===== config.mk =====
export PLATFORM = sky130hd
export DESIGN_NAME = dbg_chan
export DESIGN_NICKNAME = d
export VERILOG_FILES = /design/src/rtl/dbg_chan.sv
export SDC_FILE = /design/constraint.sdc
export NUM_CORES = 1
export LEC_CHECK = 0
export ABC_AREA = 1
export ABC_CLOCK_PERIOD_IN_PS = 1000
export BUFFER_PORTS_ARGS = -buffer_cell sky130_fd_sc_hd__buf_2
export CAP_MARGIN = 20
export CORE_MARGIN = 8
export CORE_UTILIZATION = 43
export DETAILED_ROUTE_END_ITERATION = 6
export GPL_ROUTABILITY_DRIVEN = 0
export PLACE_DENSITY = 0.81
export SETUP_SLACK_MARGIN = 0.5
export SLEW_MARGIN = 40
export SYNTH_ARGS = -nofsm -noshare
export SYNTH_HDL_FRONTEND = slang
export SYNTH_SLANG_ARGS = --single-unit

===== constraint.sdc =====
create_clock -name clk -period 1 [get_ports clk]
set_input_delay 0.1 -clock clk [delete_from_list [all_inputs] [get_ports clk]]
set_output_delay 0.1 -clock clk [all_outputs]
set_load 0.01 [all_outputs]

===== src/rtl/dbg_chan.sv =====
module dbg_chan #(
  parameter int DW = 32
) (
  input  logic          clk,
  input  logic          rst_n,
  input  logic          ext_rx_wr,
  input  logic          ext_ir_wr,
  input  logic [DW-1:0] ext_wdata,
  input  logic          ext_tx_rd,
  output logic [DW-1:0] ext_rdata,
  input  logic          ext_stat_rd,
  input  logic          ext_mode_wr,
  input  logic [1:0]    ext_mode_wdata,
  output logic [6:0]    status,
  input  logic          core_rx_rd,
  output logic [DW-1:0] core_rx_data,
  output logic          core_rx_full,
  input  logic          core_tx_wr,
  input  logic [DW-1:0] core_tx_wdata,
  output logic          core_tx_full,
  input  logic          core_done,
  output logic [DW-1:0] ir_data
);

  logic [1:0]    mode;
  logic [DW-1:0] rx_q, tx_q, ir_q;
  logic          rx_f, tx_f, ic_f;
  logic          rx_l, tx_l, ic_l;
  logic          rx_ok, tx_ok, ir_ok;

  assign rx_ok = ext_rx_wr & ~rx_l;
  assign tx_ok = ext_tx_rd &  tx_l;
  assign ir_ok = ext_ir_wr &  ic_l;

  always_ff @(posedge clk) begin
    if (!rst_n) begin
      mode <= 2'b00;
      rx_q <= '0;
      tx_q <= '0;
      ir_q <= '0;
      rx_f <= 1'b0;
      tx_f <= 1'b0;
      ic_f <= 1'b1;
      rx_l <= 1'b0;
      tx_l <= 1'b0;
      ic_l <= 1'b1;
    end else begin
      if (ext_mode_wr) mode <= ext_mode_wdata;
      if (rx_ok)       rx_q <= ext_wdata;
      if (core_tx_wr)  tx_q <= core_tx_wdata;
      if (ir_ok)       ir_q <= ext_wdata;

      if (rx_ok)           rx_f <= 1'b1;
      else if (core_rx_rd) rx_f <= 1'b0;
      if (core_tx_wr)      tx_f <= 1'b1;
      else if (tx_ok)      tx_f <= 1'b0;
      if (core_done)       ic_f <= 1'b1;
      else if (ir_ok)      ic_f <= 1'b0;

      if (rx_ok)            rx_l <= 1'b1;
      else if (ext_stat_rd) rx_l <= rx_f;
      if (tx_ok)            tx_l <= 1'b0;
      else if (ext_stat_rd) tx_l <= tx_f;
      if (ir_ok)            ic_l <= 1'b0;
      else if (ext_stat_rd) ic_l <= ic_f;
    end
  end

  assign ext_rdata    = tx_ok ? tx_q : '0;
  assign status       = {mode, ic_l, tx_l, rx_l, tx_f, rx_f};
  assign core_rx_data = rx_q;
  assign core_rx_full = rx_f;
  assign core_tx_full = tx_f;
  assign ir_data      = ir_q;

endmodule


# After elaboration in Yosys (flattened, before gate mapping)
# Cells that the tools add are included.
# Widths: inputs -> output; s select.
# word_totals
out_inout_bits,105
elab_cells,30
in_bits,76
regBits,104
# op_classes
n_reduce_logical,6
n_bitwise,5
n_mux,9
# op_table
op,n
$mux 32,1
$mux 1,8
$reduce_bool 2->1,4
$reduce_or 2->1,2
$and 1x1->1,3
$not 1->1,2

# Depth between registers and ports, before layout
# logic_depth
ltp_word,3
ltp_mapped,6

# Worst setup path after synthesis
# Ideal clock, no wire load.
# synth_path
path_type,reg-to-reg
startpoint,reg ic_l
endpoint,reg ic_l
t_arrival_ns,0.772
setup_slack_ns,0.106
synth_period_minus_slack_ns,0.894
path_stages_with_launch,6
required_time_ns,0.878
cell_sequence,dfxtp_1 > buf_6 > nand2_8 > buf_6 > nand3_1 > nand3_1
# synth_between
elab_chain_len,2
elab_cells_between_ends,3
cone_classes,1 x mux; 1 x bitwise; 1 x reduce/logical
# synth_rtl
element,line,source
from (decl),28,"logic rx_l, tx_l, ic_l;"
from (signal assigned),65,else if (ext_stat_rd) ic_l <= ic_f;
$and 1x1->1 *,33,assign ir_ok = ext_ir_wr & ic_l;
$mux 1 / $reduce_bool 2->1 (equally long branches),-,
# Every way passes the cells marked *; elsewhere a longest branch is shown, timed or not.
# A chain may end at the register's enable or synchronous reset.

# Final worst setup path
# layout_path
startpoint,reg tx_l
endpoint,out ext_rdata[1]
# layout_between
elab_chain_len,2
# layout_rtl
element,line,source
from (decl),28,
from (signal assigned),63,else if (ext_stat_rd) tx_l <= tx_f;
$and 1x1->1,32,assign tx_ok = ext_tx_rd & tx_l;
$mux 32,69,assign ext_rdata = tx_ok ? tx_q : '0;
to (decl),10,"output logic [DW-1:0] ext_rdata,"
# Every way passes these cells.

==> summary.md <==
| Metric | Value |
|---|---|
| Final min period | 1.34 ns |
| Final critical-path setup slack | -0.343 ns |
| Worst setup SP type | flop |
| Hold Violations, Final | 14 |
| DRC | 0 |
| Peak Freq | 745 MHz |
| Synth warn | 0 |
| Die width | 115 um |
| First-pass GRT wire length | 26300 um |
| Post-synth EDFFs | 0 |
| Syn Area/Cell | 7.82 sq um |
| Height of the die | 115 um |
| Dpl ws | -0.0274 ns |
| Sw Ratio | 31.4% |
| Share of layout cells above drive strength 1 | 73.3% |
| Gr ovfl total | 0 |
| Net count, final | 838 |
| Yosys reg bits | 104 |
| Cell Pwr Density | 1340 nW/um^2 |
| Sink Count | 104 |
| GRT Util Overall | 25.3% |
| Core box area | 9640 sq um |
| Top-count cell post-synth | dfxtp_1 |
| Vias post-DR | 4761 |
| Num CTS Buffers | 9 |
| Share of Yosys cell area claimed by the top area cell type | 49.5% |
| DR vias/cell | 5.29 |
| Run status | finished, violations left |
| Final setup vio count | 94 |
| Tightest Hold Check Type | input port to flop |
| Async SR Flop Fraction | 0% |
| Synthesized area | 4210 sq um |
| Top post-synthesis cells by area | dfxtp_1, nor2_1, a21oi_1, nand2_1, nand3b_1 |
| Maxcap violations | 0 |
| Port bufs | 180 |
| Io pins | 181 |
| Max VDD drop | 0.00103 V |
| Largest area contributor in the netlist | dfxtp_1 |
| Sequential-to-total area share from yosys stat | 49.5% |
| Worst path required time | 0.90 ns |
| Hold Startpoint | core_done |
| Crit end category | output pin |
| Initial Util | 43.6% |
| RSZ-0062 raised after global routing | yes |
| Avg WL per Cell | 20.6 um |
| Number of routed nets with antenna violations | 0 |
| Clock share of power | 27.1% |
| CP startpoint | tx_l |
| Placed insts | 818 |
| Initial antenna violation count | 0 |
| Slew headroom | 73.5% |
| CTS tree | done |
| P_leak | 3.32 nW |
| Worst-case clock buffer depth | 2 |
| Comb pwr share | 27.6% |
| Number of diodes | 0 |
| Cell breakdown of the critical path | nand2_8 > buf_16 > nor2_4 > buf_6 |
| CTS clk-pin slew, worst paths | 0.11 ns |
| DR iter-0 viols | 422 |
| Setup TNS | -13.83 ns |
| Violated checks | negative hold slack, negative setup slack |
| Pint | 7.16 mW |
| Skew-Pair Late Insertion Delay | 0.37 ns |
| H-Tree Depth | 3 |
| Area Growth Syn to Fin | 85.4% |
| Cell Count, Final, Fillers Out | 900 |
| Fillers | 545 |
| Cells after synthesis | 538 |
| Syn Nets | 614 |
| Switching power | 3.28 mW |
| Critical path class | flop to output pin |
| Final wirelength | 18500 um |
| Die ar. | 13200 sq um |
| Clock root cell | clkbuf_8 |
| Drt pass-1 iters | 5 |
| Ys flop type | dfxtp_1 |
| Crit-path max cell delay | 0.39 ns |
| Rows | 36 |
| Clk_skew | 0.00891 ns |
| Synth top cells by count | dfxtp_1, nor2_1, nand2_1 |
| Reg power frac | 45.3% |
| Max Slew Vio Count | 0 |
| CP max FO | 8 |
| Hpwl dp | 9250 um |
| Tcrit/Tclk final | 134% |
| Yosys cell types | 15 |
| Pin count of the biggest net entering global routing | 66 |
| R2R Setup Slk | -0.16 ns |
| CP max stage cell | dfxtp_4 |
| FF-to-FF Start | rx_l |
| CP arrival | 1.24 ns |
| Worst-Margin Slew | 0.398 ns |
| Hold_ws | -0.0728 ns |
| Vias in the first global route | 4985 |
[worst max-delay path, delay by kind of cell (launching register included)]
family	cells	cell delay, ns
flip-flops	1	0.39
buffers and inverters	2	0.28
AND/OR/NAND/NOR	2	0.19
[path summary, 6_finish.rpt]
check	end	cells after the start
worst max-delay path	ext_rdata[1]	4
worst min-delay path	ic_f	3
worst max register to register	core_rx_data[19]	5
worst min register to register	tx_q[3]	2
[per-layer routing]
layer  part of all wire (%)  up-vias  global-route usage (%)  wire length (um)
met2                     50      261                    45.7              9260
met1                     37     2245                    26.9              6900
li1                       -     2182                       -                 -
met5                      0        -                       0                 0
met3                    8.4       73                    6.57              1560
met4                    4.3        0                    12.1               799
[layout make-up]
type,instances,area (sq um),area share (%)
Timing Repair inverter,3,43.8,0.562
Sequential cell,104,2230,28.6
Multi-Input combinational cell,352,2510,32.2
Tap cell,133,166,2.13
Clock buffer,10,138,1.76
Clock inverter,6,73.8,0.947
Inverter,40,193,2.47
Timing Repair Buffer,252,2440,31.3
[power by group through the flow]
stage	Combinational, mW	Sequential (mW)	Clock [mW]
2_1_floorplan	0.985	4.77	0
3_3_place_gp	1.53	4.68	0
3_5_place_dp	1.58	4.70	0
4_1_cts	2.55	4.71	2.82
5_1_grt	3.04	4.76	3.01
6_report	2.88	4.73	2.83
[metrics by stage]
step / hold slack, ns / instance area, sq um / total power [mW] / utilization (%)
finish: -0.0728 / 7800 / 10.4 / 80.9
floorplan: 0.199 / 4640 / 5.75 / -
detailed placement: 0.307 / 5450 / 6.28 / 56.6
global route: -0.0970 / 7800 / 10.8 / 80.9
CTS: -0.0803 / 7400 / 10.1 / 76.7
global placement: 0.289 / 5450 / 6.21 / 56.6
[cell families after synthesis]
| group | synth area share [%] |
|---|---|
| flip-flops | 49.5 |
| AND/OR/NAND/NOR | 26.4 |
| buffers and inverters | 12.0 |
| AO/OA/AOI/OAI | 12.0 |
[flip-flops by register name, summed over array words and instances (netlist names)]
name          count
core_rx_data     32
ir_data          32
tx_q             32
mode              2
core_rx_full      1
core_tx_full      1
ic_f              1
ic_l              1
rx_l              1
tx_l              1
[cell usage in the layout, fill, tap and decap left out]
cell type and n:
buf_6 106, dfxtp_2 94, buf_2 84, nand2_1 64, a21oi_2 60, nor2_1 59
nor2_4 37, buf_4 37, o21ai_1 33, nand3b_1 32, inv_2 31, nand3_2 23
buf_12 15, clkbuf_8 10, dfxtp_4 9, nand3_4 8, buf_16 8, nand2_8 7
a21oi_1 7, nand2_2 7, nor2_2 5, nand3_1 5, inv_12 4, nand2_4 4
inv_1 4, inv_4 3, clkinv_4 2, inv_8 2, buf_8 2, clkinv_8 1
o21ai_2 1, inv_6 1, bufinv_16 1, dfxtp_1 1
[what timing repair did]
action                     4_1_cts  5_1_grt
gates cloned                    16        0
pin swaps                       46       20
hold endpoints to repair        43       30
gates resized for setup        329       63
setup endpoints to repair      209      209
setup buffers                   29       21
Note: power is estimated with default switching activity, not from simulation.
